===== src/rtl/pkt_deframer_pkg.sv =====
package pkt_deframer_pkg;

    typedef enum logic [2:0] {
        ST_HUNT,
        ST_SYNC,
        ST_CMD,
        ST_LEN,
        ST_DATA,
        ST_SUM,
        ST_TAIL
    } fr_state_e;

    // one byte after escape removal
    typedef struct packed {
        logic [7:0] val;
        logic       lit;   // preceded by an escape byte
        logic       vld;
    } sym_t;

endpackage


===== src/rtl/pkt_unescape.sv =====
module pkt_unescape
    import pkt_deframer_pkg::*;
#(
    parameter logic [7:0] DLE_CODE = 8'h04
) (
    input  logic       clk,
    input  logic       rst_n,
    input  logic       in_vld,
    input  logic [7:0] in_byte,
    output sym_t       sym
);

    logic esc_d, esc_q;

    always_comb begin
        esc_d = esc_q;
        sym   = '0;
        if (in_vld) begin
            if (!esc_q && in_byte == DLE_CODE) begin
                esc_d = 1'b1;
            end else begin
                sym.vld = 1'b1;
                sym.val = in_byte;
                sym.lit = esc_q;
                esc_d   = 1'b0;
            end
        end
    end

    always_ff @(posedge clk) begin
        if (!rst_n) esc_q <= 1'b0;
        else        esc_q <= esc_d;
    end

endmodule


===== src/rtl/pkt_payload_ram.sv =====
module pkt_payload_ram #(
    parameter int DEPTH = 255,
    parameter int AW    = 8
) (
    input  logic          clk,
    input  logic          we,
    input  logic [AW-1:0] wa,
    input  logic [7:0]    wd,
    input  logic [AW-1:0] ra,
    output logic [7:0]    rd
);

    logic [7:0] mem [DEPTH];

    always_ff @(posedge clk) begin
        if (we) mem[wa] <= wd;
    end

    assign rd = mem[ra];

endmodule


===== src/rtl/pkt_frame_fsm.sv =====
module pkt_frame_fsm
    import pkt_deframer_pkg::*;
#(
    parameter logic [7:0] STX_CODE = 8'h0F,
    parameter logic [7:0] ETX_CODE = 8'h05,
    parameter int         DEPTH    = 255,
    parameter int         AW       = 8
) (
    input  logic          clk,
    input  logic          rst_n,
    input  sym_t          sym,
    output logic          wr_en,
    output logic [AW-1:0] wr_addr,
    output logic [7:0]    wr_data,
    output logic          pkt_valid,
    output logic [7:0]    pkt_cmd,
    output logic [7:0]    pkt_len
);

    typedef struct packed {
        fr_state_e  st;
        logic [7:0] cmd;
        logic [7:0] len;
        logic [7:0] cnt;
        logic [7:0] sum;
        logic [7:0] cmd_out;
        logic [7:0] len_out;
        logic       valid;
    } ctx_t;

    localparam logic [8:0] LEN_MAX = 9'(DEPTH);

    ctx_t       r_d, r_q;
    logic       is_stx, is_etx, is_dat;
    logic [7:0] sum_nx;

    always_comb begin
        is_stx  = sym.vld && !sym.lit && sym.val == STX_CODE;
        is_etx  = sym.vld && !sym.lit && sym.val == ETX_CODE;
        is_dat  = sym.vld && !is_stx && !is_etx;
        sum_nx  = r_q.sum + sym.val;

        r_d       = r_q;
        r_d.valid = 1'b0;
        wr_en     = 1'b0;
        wr_addr   = r_q.cnt[AW-1:0];
        wr_data   = sym.val;

        unique case (r_q.st)
            ST_HUNT: begin
                if (is_stx) r_d.st = ST_SYNC;
            end
            ST_SYNC: begin
                if (is_stx)       r_d.st = ST_CMD;
                else if (sym.vld) r_d.st = ST_HUNT;
            end
            ST_CMD: begin
                // repeated start bytes keep waiting for the command
                if (is_etx) begin
                    r_d.st = ST_HUNT;
                end else if (is_dat) begin
                    r_d.cmd = sym.val;
                    r_d.sum = sym.val;
                    r_d.st  = ST_LEN;
                end
            end
            ST_LEN: begin
                if (is_stx) begin
                    r_d.st = ST_SYNC;
                end else if (is_etx) begin
                    r_d.st = ST_HUNT;
                end else if (is_dat) begin
                    if ({1'b0, sym.val} > LEN_MAX) begin
                        r_d.st = ST_HUNT;
                    end else begin
                        r_d.len = sym.val;
                        r_d.sum = sum_nx;
                        r_d.cnt = 8'd0;
                        r_d.st  = (sym.val == 8'd0) ? ST_SUM : ST_DATA;
                    end
                end
            end
            ST_DATA: begin
                if (is_stx) begin
                    r_d.st = ST_SYNC;
                end else if (is_etx) begin
                    r_d.st = ST_HUNT;
                end else if (is_dat) begin
                    wr_en   = 1'b1;
                    r_d.sum = sum_nx;
                    r_d.cnt = r_q.cnt + 8'd1;
                    if (r_q.cnt + 8'd1 == r_q.len) r_d.st = ST_SUM;
                end
            end
            ST_SUM: begin
                if (is_stx) begin
                    r_d.st = ST_SYNC;
                end else if (is_etx) begin
                    r_d.st = ST_HUNT;
                end else if (is_dat) begin
                    r_d.sum = sum_nx;
                    r_d.st  = (sum_nx == 8'd0) ? ST_TAIL : ST_HUNT;
                end
            end
            ST_TAIL: begin
                if (is_etx) begin
                    r_d.valid   = 1'b1;
                    r_d.cmd_out = r_q.cmd;
                    r_d.len_out = r_q.len;
                    r_d.st      = ST_HUNT;
                end else if (is_stx) begin
                    r_d.st = ST_SYNC;
                end else if (sym.vld) begin
                    r_d.st = ST_HUNT;
                end
            end
            default: r_d.st = ST_HUNT;
        endcase
    end

    always_ff @(posedge clk) begin
        if (!rst_n) begin
            r_q    <= '0;
            r_q.st <= ST_HUNT;
        end else begin
            r_q <= r_d;
        end
    end

    assign pkt_valid = r_q.valid;
    assign pkt_cmd   = r_q.cmd_out;
    assign pkt_len   = r_q.len_out;

endmodule


===== src/rtl/pkt_deframer.sv =====
module pkt_deframer
    import pkt_deframer_pkg::*;
#(
    parameter logic [7:0] STX_CODE  = 8'h0F,
    parameter logic [7:0] ETX_CODE  = 8'h05,
    parameter logic [7:0] DLE_CODE  = 8'h04,
    parameter int         BUF_DEPTH = 255
) (
    input  logic       clk,
    input  logic       rst_n,
    input  logic       rx_valid,
    input  logic [7:0] rx_byte,
    input  logic [7:0] rd_addr,
    output logic [7:0] rd_data,
    output logic       pkt_valid,
    output logic [7:0] pkt_cmd,
    output logic [7:0] pkt_len
);

    localparam int AW = (BUF_DEPTH > 1) ? $clog2(BUF_DEPTH) : 1;

    sym_t          sym;
    logic          we;
    logic [AW-1:0] wa;
    logic [7:0]    wd;
    logic [7:0]    ram_q;

    pkt_unescape #(.DLE_CODE(DLE_CODE)) u_unesc (
        .clk     (clk),
        .rst_n   (rst_n),
        .in_vld  (rx_valid),
        .in_byte (rx_byte),
        .sym     (sym)
    );

    pkt_frame_fsm #(
        .STX_CODE (STX_CODE),
        .ETX_CODE (ETX_CODE),
        .DEPTH    (BUF_DEPTH),
        .AW       (AW)
    ) u_fsm (
        .clk       (clk),
        .rst_n     (rst_n),
        .sym       (sym),
        .wr_en     (we),
        .wr_addr   (wa),
        .wr_data   (wd),
        .pkt_valid (pkt_valid),
        .pkt_cmd   (pkt_cmd),
        .pkt_len   (pkt_len)
    );

    pkt_payload_ram #(.DEPTH(BUF_DEPTH), .AW(AW)) u_ram (
        .clk (clk),
        .we  (we),
        .wa  (wa),
        .wd  (wd),
        .ra  (rd_addr[AW-1:0]),
        .rd  (ram_q)
    );

    assign rd_data = (32'(rd_addr) < BUF_DEPTH) ? ram_q : 8'd0;

endmodule


===== config.mk =====
export PLATFORM = sky130hd
export DESIGN_NAME = pkt_deframer
export DESIGN_NICKNAME = d
export VERILOG_FILES = /design/src/rtl/pkt_deframer_pkg.sv /design/src/rtl/pkt_unescape.sv /design/src/rtl/pkt_payload_ram.sv /design/src/rtl/pkt_frame_fsm.sv /design/src/rtl/pkt_deframer.sv
export SDC_FILE = /design/constraint.sdc
export NUM_CORES = 2
export LEC_CHECK = 0
export CAP_MARGIN = 20
export CORE_UTILIZATION = 66
export CTS_BUF_LIST = sky130_fd_sc_hd__clkbuf_16
export CTS_CLUSTER_DIAMETER = 80
export DETAILED_ROUTE_END_ITERATION = 10
export PLACE_DENSITY_LB_ADDON = 0.08
export SYNTH_ARGS = -nofsm -noshare
export SYNTH_HDL_FRONTEND = slang
export SYNTH_HIERARCHICAL = 1
export SYNTH_SLANG_ARGS = --single-unit
export TNS_END_PERCENT = 100

===== constraint.sdc =====
create_clock -name clk -period 7.77 [get_ports clk]
set_clock_uncertainty 0.1 [all_clocks]
set_input_delay 0.777 -clock clk [delete_from_list [all_inputs] [get_ports clk]]
set_output_delay 0.777 -clock clk [all_outputs]
set_load 0.02 [all_outputs]

After elaboration in Yosys (flattened, before gate mapping) --
Memory sizes are Yosys's and may differ from the RTL's. Cells that the tools add are included.
Storage, ports and cells: register bits after elaboration 53, memory bits (writable) 2040, input port bits 19, output and inout port bits 25, logic and storage cells 108, memories kept 1
Memories:
- u_ram.mem | depth 255, bits a word 8, read ports 1, clocked after memory_dff 0, write ports 1, RTL line pkt_payload_ram.sv:13 | logic [7:0] mem [DEPTH];
Cells by class: add/sub/neg operators 2, magnitude comparators 1, eq/ne operators 27, muxes and demuxes 44, bitwise operators 2, reductions and logical operators 22
Operators by type and width (number):
- $mux W16 | 6
- $mux W3 | 17
- $mux W8 | 6
- $pmux W8 S4 | 1
- $pmux W3 S7 | 1
- $mux W10 | 2
- $eq A8 B3 Y1 const B | 2
- $logic_not A8 Y1 | 2
- $ne A4 B1 Y1 const B | 4
- $pmux W8 S2 | 1
- $ne A2 B2 Y1 const B | 7
- $reduce_and A12 Y1 | 1
- $mux W11 | 1
- $ne A2 B1 Y1 const B | 5
- $eq A3 B3 Y1 const B | 3
- $mux W1 | 9
- $add A8 B1 Y8 const B | 1
- $add A8 B8 Y8 | 1
- $eq A8 B4 Y1 const B | 1
- $eq A8 B8 Y1 | 1
- $lt A8 B8 Y1 const B | 1
- $reduce_and A7 Y1 | 1
- $eq A3 B2 Y1 const B | 2
- $logic_and A1 B1 Y1 | 6
- 11 further kinds | 16

Logic depth before layout (Yosys ltp) --
word-level depth 16, depth in mapped cells 15, depth with buffers taken out 9

By module --
Netlist, hierarchy kept.
Modules (own cells, without submodules):
- pkt_payload_ram | times used 1, cells an instance 3902, area an instance 80325.8 um^2, sequential area each 61258.8 um^2
- pkt_frame_fsm | times used 1, cells an instance 384, area an instance 3088.0 um^2, sequential area each 1041.0 um^2
- pkt_unescape | times used 1, cells an instance 20, area an instance 168.9 um^2, sequential area each 20.0 um^2
- pkt_deframer | times used 1, cells an instance 12, area an instance 132.6 um^2, sequential area each 0.0 um^2

Worst setup path after synthesis --
No wires, ideal clock.
kind in2reg, from input rx_byte[7], to memory u_ram.mem[116][0] (enable), setup time 0.370 ns, arrival 3.407 ns, setup slack 3.893 ns, cell stages on the path 12, buffers on the path 4, cell sequence nor4b_4 -> a31oi_1 -> clkbuf_1 -> nand4b_1 -> o31a_1 -> nand2_1 -> inv_1 -> clkbuf_1 -> clkbuf_1 -> nand3_1 -> clkbuf_1 -> nor2_1
RTL lines:
- from (decl) | RTL line pkt_deframer.sv:12 | input logic [7:0] rx_byte,
- to (decl) | RTL line pkt_payload_ram.sv:13

Worst setup path after layout --
from input rd_addr[0], to output rd_data[1]
On the way: cells in the longest elaborated chain, start to end 2
RTL lines:
- from (decl) | RTL line pkt_deframer.sv:13 | input logic [7:0] rd_addr,
- $mem_v2 Z255 W8
- named net ram_q[1] | RTL line pkt_deframer.sv:26 | logic [7:0] ram_q;
- $mux W8 | RTL line pkt_deframer.sv:62 | assign rd_data = (32'(rd_addr) < BUF_DEPTH) ? ram_q : 8'd0;
- to (decl) | RTL line pkt_deframer.sv:14 | output logic [7:0] rd_data,
The timed path passes the listed nets, and every way through them passes these cells.

==> flow_metrics.env <==
export IMPL_outcome="finished, final reports clean"
export IMPL_placeableCoreArea_mm2=0.126
export IMPL_grt_util_met2=0.515
export IMPL_ioPinCount=44
export IMPL_maxClockFrequency_ghz=0.163
export IMPL_layout_commonest_cell="sky130_fd_sc_hd__edfxtp_1"
export IMPL_postSynthRegisterBits=2093
export IMPL_overflow=0
export IMPL_timing_final_crit_share=0.788
export IMPL_seqCellArea_mm2=0.0623
export IMPL_die_h_um=358
export IMPL_detail_route_first_pass_iterations=6
export IMPL_finalCoreUtilization=0.726
export IMPL_synth_area_mux_share=0.147
export IMPL_synth_top_area_share=0.732
export IMPL_dr_total_vias=44500
export IMPL_global_route_wire_length_before_repair_mm=309
export IMPL_power_density_mw_per_mm2=248
export IMPL_fillerInstances=7275
export IMPL_die_x_um=358
export IMPL_timing_critical_path_slowest_cell_delay_ps=640
export IMPL_most_common_layout_cells="sky130_fd_sc_hd__edfxtp_1, sky130_fd_sc_hd__mux4_2, sky130_fd_sc_hd__nor2_1, sky130_fd_sc_hd__nand2_1, sky130_fd_sc_hd__clkbuf_16"
export IMPL_via_per_inst=7.18
export IMPL_yosys_area_share_xor_xnor=0.00220
export IMPL_compound_cell_area_share_of_the_yosys_netlist=0.0365
export IMPL_area_growth_syn_to_layout_pct=8.99
export IMPL_yosys_area_share_simple=0.0425
export IMPL_globalRoute_busiestLayer="met2"
export IMPL_postRouteAntennaNets=0
export IMPL_routed_wire_length_per_instance_um=35.1
export IMPL_hold_path_depth=2
export IMPL_start_util=0.666
export IMPL_timing_critical_path_depth=11
export IMPL_report_final_setup_viol=0
export IMPL_timing_max_transition_violations_final=0
export IMPL_critPathArrivalTime_ps=5250
export IMPL_synth_seq_area_share=0.744
export IMPL_minimum_period_implied_by_the_final_worst_setup_slack_ps=6130
export IMPL_count_of_flip_flops_with_a_built_in_enable_after_synthesis=2040
export IMPL_syn_mean_instance_area_um2=19.4
export IMPL_cts_root_buf="sky130_fd_sc_hd__clkbuf_16"
export IMPL_routed_wirelength_mm=218
export IMPL_maximum_number_of_pins_on_one_net_before_global_route_repair=194
export IMPL_async_reset_ff_frac=0
export IMPL_drv_cap=0
export IMPL_grt_antenna_before_repair=11
export IMPL_dieArea_mm2=0.128
export IMPL_floorplan_row_count=130
export IMPL_endpoint_kind="output pin"
export IMPL_timing_critical_path_required_ps=6890
export IMPL_timing_critical_path_cells="buf_8 > buf_4 > mux4_1 > mux4_2 > and2_1 > a2111oi_0 > buf_4 > or4_1 > o31ai_1 > a21boi_2 > clkdlybuf4s50_1"
export IMPL_clock_insertion_delay_worst_skew_ps=830
export IMPL_port_buffers=43
export IMPL_hold_class="reg2reg"
export IMPL_critPathMostFrequentCell="sky130_fd_sc_hd__buf_4"
export IMPL_synthAdderAreaFrac=0.00143
export IMPL_cell_count_after_placement=5813
export IMPL_worstSetupPathType="in2out"
export IMPL_clk_path_buf_depth=3
export IMPL_multi_input_area_mm2=0.0193
export IMPL_final_hold_worst_slack_ps=363
export IMPL_finalNetCount=4396
export IMPL_post_synth_main_area_contributors="sky130_fd_sc_hd__edfxtp_1, sky130_fd_sc_hd__mux4_2, sky130_fd_sc_hd__mux2i_1"
export IMPL_globalRouteMet3Util=0.0905
export IMPL_ir_drop_mv=0.261
export IMPL_critPathTopFamily="buffers and inverters"
export IMPL_cts_hold_buffers_added=0
export IMPL_gr_usage_all_layers=0.345
export IMPL_start_kind="input port"
export IMPL_hpwlAfterDp_mm=132
export IMPL_grt_pass1_vias=42700
export IMPL_yosys_area_top_type="sky130_fd_sc_hd__edfxtp_1"
export IMPL_cts_buffers=201
export IMPL_number_of_design_rule_violations_left_after_detail_routing=0
export IMPL_path_max_fanout=63
export IMPL_report_power_total_mw=22.7
export IMPL_cts_htree_levels=4
export IMPL_post_cts_resize_count=0
export IMPL_reg2reg_from="u_unesc/esc_q"
export IMPL_netlist_cell_type_count=93
export IMPL_timing_critical_path_buf_inv=4
export IMPL_cts_sinks=2093
export IMPL_tns_ps=0
export IMPL_syn_inst=4318
export IMPL_tightestPinTransition_ps=1170
export IMPL_synth_warnings=6
export IMPL_finish_cell_count_without_fillers=6192
export IMPL_cts_tree="done"
export IMPL_cellLeakagePower_nw=27.1
export IMPL_met1_usage=0.496
export IMPL_synth_area_mm2=0.0837
export IMPL_worstHoldStart="u_fsm/pkt_len[6]"
export IMPL_cts_setup_buffers=0
export IMPL_timing_max_slew_rel_slack=0.222
export IMPL_cpMaxStageDelayCell="sky130_fd_sc_hd__mux4_1"
export IMPL_synth_fp_nets=4346
export IMPL_drt_iter0_drc=6205
export IMPL_synth_top_family_by_area="multiplexers"
export IMPL_critical_path_startpoint="rd_addr[0]"
export IMPL_routability_congestion_estimate_from_global_placement=0.912
export IMPL_r2r_cells=7
export IMPL_dominantRegCellSynth="sky130_fd_sc_hd__edfxtp_1"
export IMPL_clk_pin_slew_ps=60
export IMPL_grt_setup_unrepaired="false"
export IMPL_drive_above_1_share=0.180
export IMPL_hold_viol=0
sequential cells by signal, indices dropped and copies added (netlist names):
signal	count
u_unesc/esc_q	1
u_fsm/pkt_len	8
u_fsm/pkt_valid	1
u_fsm/r_q	27
u_fsm/pkt_cmd	8
u_ram/mem	2040
u_fsm/wr_addr	8
metal layers:
layer / wire (um) / part of all wire
met1: 81100 / 0.37
met2: 100000 / 0.46
met3: 26900 / 0.12
met4: 9080 / 0.042
met5: 83 / 0.00038
area by class of cell:
class,instances,area share
flip-flops and latches,2093,0.683
multi-input cells,1916,0.211
clock buffers,207,0.0568
well taps,1650,0.0226
repair buffers,144,0.0146
clock inverters,168,0.0113
inverters,12,0.000549
diodes,2,0.0000549
worst paths after layout:
| kind | endpoint | slack, ps |
|---|---|---|
| hold / removal | u_fsm/pkt_len[6] | 360 |
| setup reg to reg | u_ram/mem[155][2] | 2990 |
| hold reg to reg | u_fsm/pkt_len[6] | 360 |
| setup / recovery | rd_data[1] | 1640 |
cells by family (layout without fill, tap and decap cells):
kind of cell | Yosys count | in the layout
simple gates | 795 | 795
compound gates | 440 | 440
other cells | 0 | 2
fa+ha+maj | 9 | 9
mux | 651 | 651
flops | 2093 | 2093
xor+xnor | 21 | 21
buf+inv | 309 | 531
through the flow:
stage / setup slack (ps) / cell area [um2]
after floorplan: 3890 / 83700
after global placement: 1660 / 85000
after detailed placement: 1730 / 85000
after CTS: 1700 / 91200
after global routing: 1510 / 91200
final: 1640 / 91200
Yosys cell counts, types with 20 or more instances:
master / number
sky130_fd_sc_hd__edfxtp_1: 2040
sky130_fd_sc_hd__mux4_2: 382
sky130_fd_sc_hd__nor2_1: 331
sky130_fd_sc_hd__nand2_1: 226
sky130_fd_sc_hd__mux2i_1: 200
sky130_fd_sc_hd__a21oi_1: 104
sky130_fd_sc_hd__clkbuf_1: 97
sky130_fd_sc_hd__nand3_1: 69
sky130_fd_sc_hd__mux4_1: 60
sky130_fd_sc_hd__o221ai_1: 60
sky130_fd_sc_hd__o22ai_1: 58
sky130_fd_sc_hd__dfxtp_1: 53
sky130_fd_sc_hd__buf_2: 51
sky130_fd_sc_hd__buf_4: 50
sky130_fd_sc_hd__o21ai_0: 43
sky130_fd_sc_hd__buf_6: 37
sky130_fd_sc_hd__buf_8: 30
sky130_fd_sc_hd__nor2b_1: 29
sky130_fd_sc_hd__nor3_1: 27
sky130_fd_sc_hd__a22oi_1: 26
sky130_fd_sc_hd__a31oi_1: 25
sky130_fd_sc_hd__and3_1: 20
where the power goes:
part	leakage, nW	switching (mW)	internal (mW)
combinational	6.80	0.742	0.344
sequential	17.1	0.0000323	12.4
clock	3.25	4.08	5.13
worst register-to-register path: cells and delay by family, from the launching register on:
kind	cells	cell delay, ps
compound gates	2	1180
buf+inv	2	690
flops	1	340
simple gates	3	2070
Note: power is estimated with default switching activity, not from simulation.
